===== config.mk =====
export PLATFORM = sky130hd
export DESIGN_NAME = staggered_adder
export DESIGN_NICKNAME = d
export VERILOG_FILES = /design/src/rtl/sas_pkg.sv /design/src/rtl/sas_operand_prep.sv /design/src/rtl/sas_slice_adder.sv /design/src/rtl/staggered_adder.sv
export SDC_FILE = /design/constraint.sdc
export NUM_CORES = 1
export LEC_CHECK = 0
export ABC_AREA = 1
export BUFFER_PORTS_ARGS = -buffer_cell sky130_fd_sc_hd__buf_2
export CORE_ASPECT_RATIO = 0.7
export CORE_MARGIN = 8
export CORE_UTILIZATION = 50
export CTS_BUF_LIST = sky130_fd_sc_hd__clkbuf_16
export DETAILED_ROUTE_END_ITERATION = 7
export GPL_TIMING_DRIVEN = 0
export PLACE_DENSITY = 0.7
export SYNTH_ARGS = -nofsm -noshare
export SYNTH_HDL_FRONTEND = slang
export SYNTH_SLANG_ARGS = --single-unit

===== constraint.sdc =====
create_clock -name clk -period 2.5 [get_ports clk]
set_input_delay 0.375 -clock clk [delete_from_list [all_inputs] [get_ports clk]]
set_output_delay 0.375 -clock clk [all_outputs]
set_load 0.05 [all_outputs]

===== src/rtl/sas_pkg.sv =====
package sas_pkg;

   // Adder style codes for the slice adders
   localparam int unsigned SAS_ARCH_OPERATOR = 0;
   localparam int unsigned SAS_ARCH_RIPPLE   = 1;

   // Number of half-cycle register stages from acceptance to result
   localparam int unsigned SAS_LATENCY = 2;

   function automatic bit sas_arch_legal(input int unsigned arch);
      return (arch == SAS_ARCH_OPERATOR) || (arch == SAS_ARCH_RIPPLE);
   endfunction

   function automatic bit sas_split_legal(input int unsigned data_w,
                                          input int unsigned slice_w);
      return (slice_w >= 1) && (slice_w < data_w);
   endfunction

endpackage


===== src/rtl/sas_operand_prep.sv =====
module sas_operand_prep #(
   parameter int unsigned W = 32
) (
   input  logic         sub,
   input  logic [W-1:0] b_in,
   output logic [W-1:0] b_eff,
   output logic         cin
);

   // Two's complement subtract: invert B and inject one at the bottom
   assign b_eff = sub ? ~b_in : b_in;
   assign cin   = sub;

endmodule


===== src/rtl/sas_slice_adder.sv =====
module sas_slice_adder
   import sas_pkg::*;
#(
   parameter int unsigned W    = 16,
   parameter int unsigned ARCH = SAS_ARCH_OPERATOR
) (
   input  logic [W-1:0] a,
   input  logic [W-1:0] b,
   input  logic         cin,
   output logic [W-1:0] sum,
   output logic         cout
);

   if (ARCH == SAS_ARCH_RIPPLE) begin : g_ripple
      logic [W:0] chain;
      assign chain[0] = cin;
      for (genvar i = 0; i < W; i++) begin : g_bit
         assign sum[i]     = a[i] ^ b[i] ^ chain[i];
         assign chain[i+1] = (a[i] & b[i]) | (chain[i] & (a[i] ^ b[i]));
      end
      assign cout = chain[W];
   end else begin : g_operator
      logic [W:0] total;
      assign total = {1'b0, a} + {1'b0, b} + {{W{1'b0}}, cin};
      assign sum   = total[W-1:0];
      assign cout  = total[W];
   end

endmodule


===== src/rtl/staggered_adder.sv =====
module staggered_adder
   import sas_pkg::*;
#(
   parameter int unsigned DATA_W     = 32,
   parameter int unsigned SLICE_W    = 16,
   parameter int unsigned ADDER_ARCH = SAS_ARCH_OPERATOR
) (
   input  logic              clk,
   input  logic              rst,
   input  logic              op_valid,
   input  logic              op_sub,
   input  logic [DATA_W-1:0] op_a,
   input  logic [DATA_W-1:0] op_b,
   output logic              res_valid,
   output logic [DATA_W-1:0] res_sum,
   output logic              res_carry
);

   localparam int unsigned LO_W = SLICE_W;
   localparam int unsigned HI_W = DATA_W - SLICE_W;

   // Elaboration-time parameter checks
   if (!sas_split_legal(DATA_W, SLICE_W)) begin : g_bad_split
      $error("staggered_adder: SLICE_W must be in 1..DATA_W-1");
   end
   if (!sas_arch_legal(ADDER_ARCH)) begin : g_bad_arch
      $error("staggered_adder: unknown ADDER_ARCH");
   end

   // Operand conditioning for add or subtract
   logic [DATA_W-1:0] b_cond;
   logic              cin_lo;

   sas_operand_prep #(.W(DATA_W)) u_prep (
      .sub   (op_sub),
      .b_in  (op_b),
      .b_eff (b_cond),
      .cin   (cin_lo)
   );

   // Low slice: first half-cycle
   logic [LO_W-1:0] lo_sum;
   logic            lo_cout;

   sas_slice_adder #(.W(LO_W), .ARCH(ADDER_ARCH)) u_lo (
      .a    (op_a[LO_W-1:0]),
      .b    (b_cond[LO_W-1:0]),
      .cin  (cin_lo),
      .sum  (lo_sum),
      .cout (lo_cout)
   );

   // Boundary register between the half-cycles
   logic            s1_valid;
   logic [LO_W-1:0] s1_lo_sum;
   logic            s1_carry;
   logic [HI_W-1:0] s1_a_hi;
   logic [HI_W-1:0] s1_b_hi;

   always_ff @(posedge clk) begin
      if (rst) begin
         s1_valid  <= 1'b0;
         s1_lo_sum <= '0;
         s1_carry  <= 1'b0;
         s1_a_hi   <= '0;
         s1_b_hi   <= '0;
      end else begin
         s1_valid <= op_valid;
         if (op_valid) begin
            s1_lo_sum <= lo_sum;
            s1_carry  <= lo_cout;
            s1_a_hi   <= op_a[DATA_W-1:LO_W];
            s1_b_hi   <= b_cond[DATA_W-1:LO_W];
         end
      end
   end

   // High slice: second half-cycle, same pair
   logic [HI_W-1:0] hi_sum;
   logic            hi_cout;

   sas_slice_adder #(.W(HI_W), .ARCH(ADDER_ARCH)) u_hi (
      .a    (s1_a_hi),
      .b    (s1_b_hi),
      .cin  (s1_carry),
      .sum  (hi_sum),
      .cout (hi_cout)
   );

   // Result register, held across bubbles
   always_ff @(posedge clk) begin
      if (rst) begin
         res_valid <= 1'b0;
         res_sum   <= '0;
         res_carry <= 1'b0;
      end else begin
         res_valid <= s1_valid;
         if (s1_valid) begin
            res_sum   <= {hi_sum, s1_lo_sum};
            res_carry <= hi_cout;
         end
      end
   end

endmodule


# After elaboration in Yosys (flattened, before gate mapping)
# Index checks and enable logic that the tools add are counted.
# op_classes
muxes	1
bitwise	1
n_addsub	4
# op_table
operator	n
16-bit by 16-bit adder with 17-bit output	2
17-bit by 1-bit adder with 17-bit output	2
32-bit 2-to-1 mux	1
32-bit inverter	1
# totals
register_bits	84
output_inout_bits	34
in_bits	68

# Depth between registers and ports, before layout
# Gate-level depths: netlist of run 1.
# depth
ltp_word	4
ltp_mapped	17

# By module
# From an unflattened synthesis of run 1, not the netlist that was laid out.
# hier_totals
hier_cells	1034
hier_area_um2	6040.8
# by_module_without_submodules
module	area_per_inst_um2	instances	seq_area_each_um2	cells_per_inst
staggered_adder	3452.1	1	1681.6	525
sas_slice_adder (u_lo)	998.5	1	0.0	188
sas_slice_adder (u_hi)	985.9	1	0.0	184
sas_operand_prep	604.3	1	0.0	137

# Least setup slack after synthesis of run 1
# Ideal clock, no wire load.
# synth_path
kind	input -> register
start	input op_sub
end	register s1_lo_sum[14]
path_slack_ns	0.392
setup_time_ns	0.117
stages	12
arrival_ns	1.991
path_cell_list	buf_2 > buf_2 > xnor2_1 > fa_1 > o21ai_2 > nand2_2 > nand2_2 > nand2_2 > nand3_1 > nand2_1 > nor2_1 > nor2_1
# synth_via
elab_chain_cells	3
# synth_lines
item	line_no	source
start: declaration	staggered_adder.sv:11	input logic op_sub,
32-bit 2-to-1 mux	sas_operand_prep.sv:11	assign b_eff = sub ? ~b_in : b_in;
16-bit by 16-bit adder with 17-bit output	sas_slice_adder.sv:24	assign total = {1'b0, a} + {1'b0, b} + {{W{1'b0}}, cin};
17-bit by 1-bit adder with 17-bit output *	sas_slice_adder.sv:24	
end signal: assignment	staggered_adder.sv:70	s1_lo_sum <= lo_sum;
end: declaration	staggered_adder.sv:55	logic [LO_W-1:0] s1_lo_sum;
# Mark *: on every way between the ends. The rest lies on a longest branch, timed or not.
# A chain may end at the register's enable or synchronous reset.

# Worst setup path after layout of run 1
# layout_path
start	register s1_carry
end	register res_sum[26]
# layout_via
elab_chain_cells	1
# layout_lines
item	line_no	source
start: declaration	staggered_adder.sv:56	logic s1_carry;
start signal: assignment	staggered_adder.sv:71	s1_carry <= lo_cout;
17-bit by 1-bit adder with 17-bit output	sas_slice_adder.sv:24	
end signal: assignment	staggered_adder.sv:99	res_sum <= {hi_sum, s1_lo_sum};
end: declaration	staggered_adder.sv:15	output logic [DATA_W-1:0] res_sum,
# Every way passes these cells.

==> impl_metrics.toml, run 1 <==
[run_status]
status = "completed"

[timing]
tightestPinTransition_ns = 0.625
finalClockSkew_ns = 0.00463
max-slew-margin-rel = 0.583
finalSetupViolCount = 0
whs_ns = 0.253
period_needed_ns = 2.30
hold_viol = 0
fin_crit_sh = 0.919
finalWorstSetupSlack_ns = 0.201
fmax_ghz = 0.435
report.final.slew_viol_count = 0
rsz0062_at_grt = "no"
setup_tns_ns = 0

[clock_tree]
cts_resized = 0
htree_levels = 3
cts_setup_buffers = 0
cts.clk_slew.worst_paths_ns = 0.07
cts_num_sinks = 84
postCtsHoldBufs = 0
cts_tree = "built"
clockBufferDepth = 2
cts-buffers-inserted = 9
clock_latency_ns = 0.34
ctsRootBufferMaster = "clkbuf_16"

[setup_path]
critPathRequiredTime_ns = 2.74
crit_buf_inv = 1
critPathTopFamily = "adder cells"
crit_chain = "fa_1, fa_1, nand3_1, nand2_1, nand3_1, nand2_1, nand2_1, nand2_1, nand2_1, nand3_1, nand2_1, inv_1"
start_kind = "register"
path_max_fanout = 4
slowest_stage = "fa_1"
crit_top_cell = "nand2_1"
reg2reg_slack_ns = 0.20
crit_type = "reg -> reg"
reg2reg_from = "s1_carry"
reg2reg_depth = 12
cp.arrival_ns = 2.54
end_kind = "register"
reg2reg_to = "res_sum[26]"
slowest_delay_ns = 0.48

[routing]
wire_per_inst_um = 14.7
first_pass_iters = 5
routed_wl_mm = 14.3
ant_nets = 0
drc = 0
via_per_inst = 5.19
drtIter0Drc = 413
num_vias = 5035

[layout]
final_cell_mix = "nor2_1, inv_1, nand2_1, buf_2, dfxtp_1"
fillers = 931
area_delta_synth_final_pct = 19.7
antennaDiodeCount = 0
layout.nets = 939
drive_gt1_frac = 0.155
mostFrequentLayoutCell = "nor2_1"
final_cells = 971

[global_route]
track_usage = 0.216
grt_start_max_net_pins = 16
grt_antenna_before_repair = 0
grt_pass1_vias = 4705
grt-ovfl-total = 0
grt_pass1_wl_mm = 23.3

[placed_design]
gp_congestion = 0.933
dp_hpwl_mm = 11.5
io_buffer_count = 98
dpl.cell_count = 955
dp_worst_setup_slack_ns = 0.0794

[yosys]
syn-num-nets = 830
postSynthAreaPerCell_um2 = 6.79
ys_ff_latch = 84
ys_seq_area_frac = 0.340
netlist_area_mm2 = 0.00495
synth.distinct_cells = 28
synthCells = 729
synth_warnings = 0

[floorplan]
die_x_um = 135
die_area_mm2 = 0.0134
coreArea_mm2 = 0.00965
die-height_um = 99.3
pin_count = 102
rows = 30
start_util = 0.513

[power]
switchingPower_w = 0.00133
p_clk_frac = 0.362
power_density_mw_per_mm2 = 676
power_frac_seq = 0.377
swShare = 0.333
cell_internal_pwr_w = 0.00267
ir_worst_vdd_v = 0.000330
leakage_nw = 3.28
combPwrFrac = 0.260

[hold_path]
hold_start = "op_a[21]"
hold_class = "in -> reg"
whs_path_depth = 3
min_to = "s1_a_hi[5]"

[job]
drv_cap = 0
-- worst min-delay path, delay by kind of cell --
| kind | cells | cell delay (ns) |
|---|---|---|
| and+or+nand+nor | 2 | 0.11 |
| buffers and inverters | 1 | 0.07 |
-- power by group through the flow --
stage | sequential [W] | combinational, W | clock (W)
final | 0.00151 | 0.00104 | 0.00145
after floorplan | 0.00165 | 0.000617 | 0
after global placement | 0.00153 | 0.00101 | 0
after global routing | 0.00152 | 0.00117 | 0.00152
after detailed placement | 0.00154 | 0.00103 | 0
after CTS | 0.00151 | 0.00104 | 0.00146
-- cells by family after synthesis --
family,Yosys count,share of synthesized area
fa+ha+maj,33,0.0879
xor+xnor,46,0.0814
compound gates,151,0.158
simple gates,277,0.226
flops,84,0.340
buf+inv,138,0.107
-- state kept, by name, summed over array words and instances (netlist names) --
signal,count
s1_lo_sum,16
res_carry,1
s1_carry,1
s1_a_hi,16
res_sum,32
s1_b_hi,16
res_valid,1
s1_valid,1
-- metal layers --
| layer | share of wire | GRT usage | vias up |
|---|---|---|---|
| met3 | 0.087 | 0.0488 | 17 |
| met4 | 0.0096 | 0.0468 | 0 |
| li1 | - | - | 2529 |
| met2 | 0.41 | 0.310 | 180 |
| met1 | 0.50 | 0.317 | 2309 |
| met5 | 0 | 0 | - |
-- cell usage after synthesis --
cell,number,area share
nor3_1,7,0.0071
nand2_1,107,0.081
a31oi_1,1,0.0013
a21oi_2,1,0.0018
inv_2,1,0.00076
xnor2_1,3,0.0053
nand4_1,4,0.0051
o21ai_0,79,0.080
clkbuf_1,19,0.014
buf_1,3,0.0023
a21o_1,2,0.0030
o21a_1,2,0.0030
o21bai_1,1,0.0015
and2_1,1,0.0013
nor3_2,1,0.0020
inv_1,107,0.081
dfxtp_1,84,0.34
xor2_1,43,0.076
nand2_2,5,0.0063
nand3_1,33,0.033
fa_1,3,0.012
buf_2,8,0.0081
o31ai_1,1,0.0015
o31a_1,1,0.0018
ha_1,30,0.076
o21ai_2,1,0.0018
nor2_1,119,0.090
a21oi_1,62,0.063
-- worst max path at each step --
stage,start,end,depth (start not counted)
6_report,s1_carry,res_sum[26],12
3_3_place_gp,op_sub,s1_lo_sum[10],12
2_1_floorplan,op_sub,s1_lo_sum[14],12
3_5_place_dp,op_sub,s1_lo_sum[10],12
4_1_cts,s1_carry,res_sum[26],12
5_1_grt,s1_carry,res_sum[22],9
-- area by class of cell --
cell class | count | area (um2) | share of cell area
clock buffers | 9 | 225 | 0.0380
repair buffers | 98 | 490 | 0.0828
clock inverters | 7 | 97.6 | 0.0165
flip-flops and latches | 84 | 1680 | 0.284
well taps | 128 | 160 | 0.0270
plain buffers | 30 | 123 | 0.0207
inverters | 108 | 405 | 0.0684
multi-input cells | 507 | 2740 | 0.463
-- per-stage QoR --
| stage | total power (W) | instance area [um2] | util |
|---|---|---|---|
| final | 0.00401 | 5930 | 0.614 |
| after global routing | 0.00420 | 5930 | 0.614 |
| after CTS | 0.00400 | 5930 | 0.614 |
| after detailed placement | 0.00257 | 5600 | 0.581 |
| after global placement | 0.00254 | 5600 | 0.581 |
| after floorplan | 0.00227 | 4950 | - |
Note: power is estimated with default switching activity, not from simulation.
==> run 2, diff against run 1 <==
--- a/config.mk
+++ b/config.mk
@@ -13,7 +13,7 @@
 export CTS_BUF_LIST = sky130_fd_sc_hd__clkbuf_16
 export DETAILED_ROUTE_END_ITERATION = 7
 export GPL_TIMING_DRIVEN = 0
-export PLACE_DENSITY = 0.7
+export PLACE_DENSITY = 0.83
 export SYNTH_ARGS = -nofsm -noshare
 export SYNTH_HDL_FRONTEND = slang
 export SYNTH_SLANG_ARGS = --single-unit
==> run 2 against run 1 <==
  * Die area did not move
  * Largest power group unchanged
  * Design area fell by 0.63%
  * Global-route usage shrank 0.76 points
  * Core utilization fell by 0.39 points
  * Total power decreased by 4.1%
  * Maximum frequency is 4.8% higher
  * Sequential power is essentially flat
  * Wire length down 3.0%
  * Clock power shrank 10%
  * Hold slack gained 0.0047 ns
  * Critical endpoint unchanged
  * Register-to-register slack improved by 0.11 ns
==> impl_metrics.toml, run 2 (synthesis results as in run 1) <==
[power]
leakage_nw = 3.27
ir_worst_vdd_v = 0.000382
power_density_mw_per_mm2 = 653

[global_route]
grt_start_max_net_pins = 14
grt_pass1_wl_mm = 22.7
grt_antenna_before_repair = 0
track_usage = 0.208
grt_pass1_vias = 4799
grt-ovfl-total = 0

[timing]
setup_tns_ns = 0
finalSetupViolCount = 0
finalWorstSetupSlack_ns = 0.307
tightestPinTransition_ns = 0.659
finalClockSkew_ns = 0.00586
hold_viol = 0
fin_crit_sh = 0.877
report.final.slew_viol_count = 0
rsz0062_at_grt = "no"
period_needed_ns = 2.19
fmax_ghz = 0.456
max-slew-margin-rel = 0.561

[routing]
via_per_inst = 5.14
ant_nets = 0
wire_per_inst_um = 14.3
drtIter0Drc = 462
num_vias = 4989
routed_wl_mm = 13.9
drc = 0
first_pass_iters = 8

[clock_tree]
cts-buffers-inserted = 9
postCtsHoldBufs = 0
clock_latency_ns = 0.34
ctsRootBufferMaster = "clkbuf_16"
htree_levels = 3
cts_num_sinks = 84
cts.clk_slew.worst_paths_ns = 0.06
cts_resized = 0
cts_tree = "built"
clockBufferDepth = 2
cts_setup_buffers = 0

[setup_path]
path_max_fanout = 4
reg2reg_slack_ns = 0.31
cp.arrival_ns = 2.43
setup.worst_path.start = "s1_carry"
reg2reg_depth = 12
crit_type = "reg -> reg"
critPathRequiredTime_ns = 2.74
reg2reg_to = "res_sum[26]"
reg2reg_from = "s1_carry"
start_kind = "register"
end_kind = "register"

[layout]
utilization = 0.610
layout.nets = 939
final_cells = 971
area_delta_synth_final_pct = 18.9
final_cell_mix = "nor2_1, inv_1, nand2_1, buf_2, dfxtp_1"
drive_gt1_frac = 0.152
largest_reg_flops = 32
largest-register = "res_sum"
mostFrequentLayoutCell = "nor2_1"
final_area_mm2 = 0.00589
fillers = 912
antennaDiodeCount = 0

[floorplan]
start_util = 0.513
die-height_um = 99.3
pin_count = 102
rows = 30
die_x_um = 135
coreArea_mm2 = 0.00965
die_area_mm2 = 0.0134

[placed_design]
dpl.cell_count = 955
io_buffer_count = 98
gp_congestion = 0.931
dp_hpwl_mm = 10.9
dp_worst_setup_slack_ns = 0.0825
postPlaceCellArea_mm2 = 0.00560

[hold_path]
hold_class = "in -> reg"
min_to = "s1_a_hi[10]"
hold_start = "op_a[26]"
whs_path_depth = 3

[job]
drv_cap = 0

[run_status]
status = "completed"
[run 2: cell count changes in the layout (fill, tap and decap cells not counted)]
| cell | delta |
|---|---|
| clkinvlp_4 | -2 |
| inv_1 | +2 |
| inv_6 | -2 |
| clkinv_2 | +1 |
| clkinv_4 | +1 |
| bufinv_16 | -1 |
| clkinv_1 | +1 |
[run 2: final cells by class]
cell class | count | area [um2] | area share
buffer | 30 | 123 | 0.0208
clock buffer | 9 | 225 | 0.0382
clock inverter | 7 | 60.1 | 0.0102
inverter | 108 | 405 | 0.0688
multi-input combinational | 507 | 2740 | 0.466
sequential | 84 | 1680 | 0.286
tap | 128 | 160 | 0.0272
timing repair buffer | 98 | 490 | 0.0833
[run 2: where the power goes]
part           internal (W)  switching, W  total, W
registers           0.00145     0.0000580   0.00151
clock network      0.000762      0.000536   0.00130
logic              0.000345      0.000694   0.00104
[run 2: critical path: stages, from the launching register on]
cell and delay, ns:
dfxtp_1 0.35, fa_1 0.47, fa_1 0.43, nand3_1 0.11, nand2_1 0.15, nand3_1 0.12
nand2_1 0.10, nand2_1 0.10, nand2_1 0.05, nand2_1 0.05, nand3_1 0.06, nand2_1 0.08
inv_1 0.04
[run 2: metrics by stage]
stage	hold WS [ns]	total power, W
detailed placement	0.451	0.00255
global route	0.260	0.00404
global placement	0.443	0.00253
finish	0.258	0.00384
floorplan	0.430	0.00227
CTS	0.253	0.00384
[run 2: metal layers]
layer,global-route usage,share of wire
met2,0.314,0.42
met1,0.287,0.48
met4,0.0442,0.0071
met5,0,0
met3,0.0599,0.097
[run 2: how the worst max path moves through the flow]
stage                     to  slack, ns  cells after the start
6_report         res_sum[26]       0.31                     12
5_1_grt          res_sum[26]       0.21                     12
4_1_cts          res_sum[26]       0.34                     12
3_5_place_dp   s1_lo_sum[14]       0.08                     12
3_3_place_gp   s1_lo_sum[10]       0.16                     12
2_1_floorplan  s1_lo_sum[14]       0.39                     12
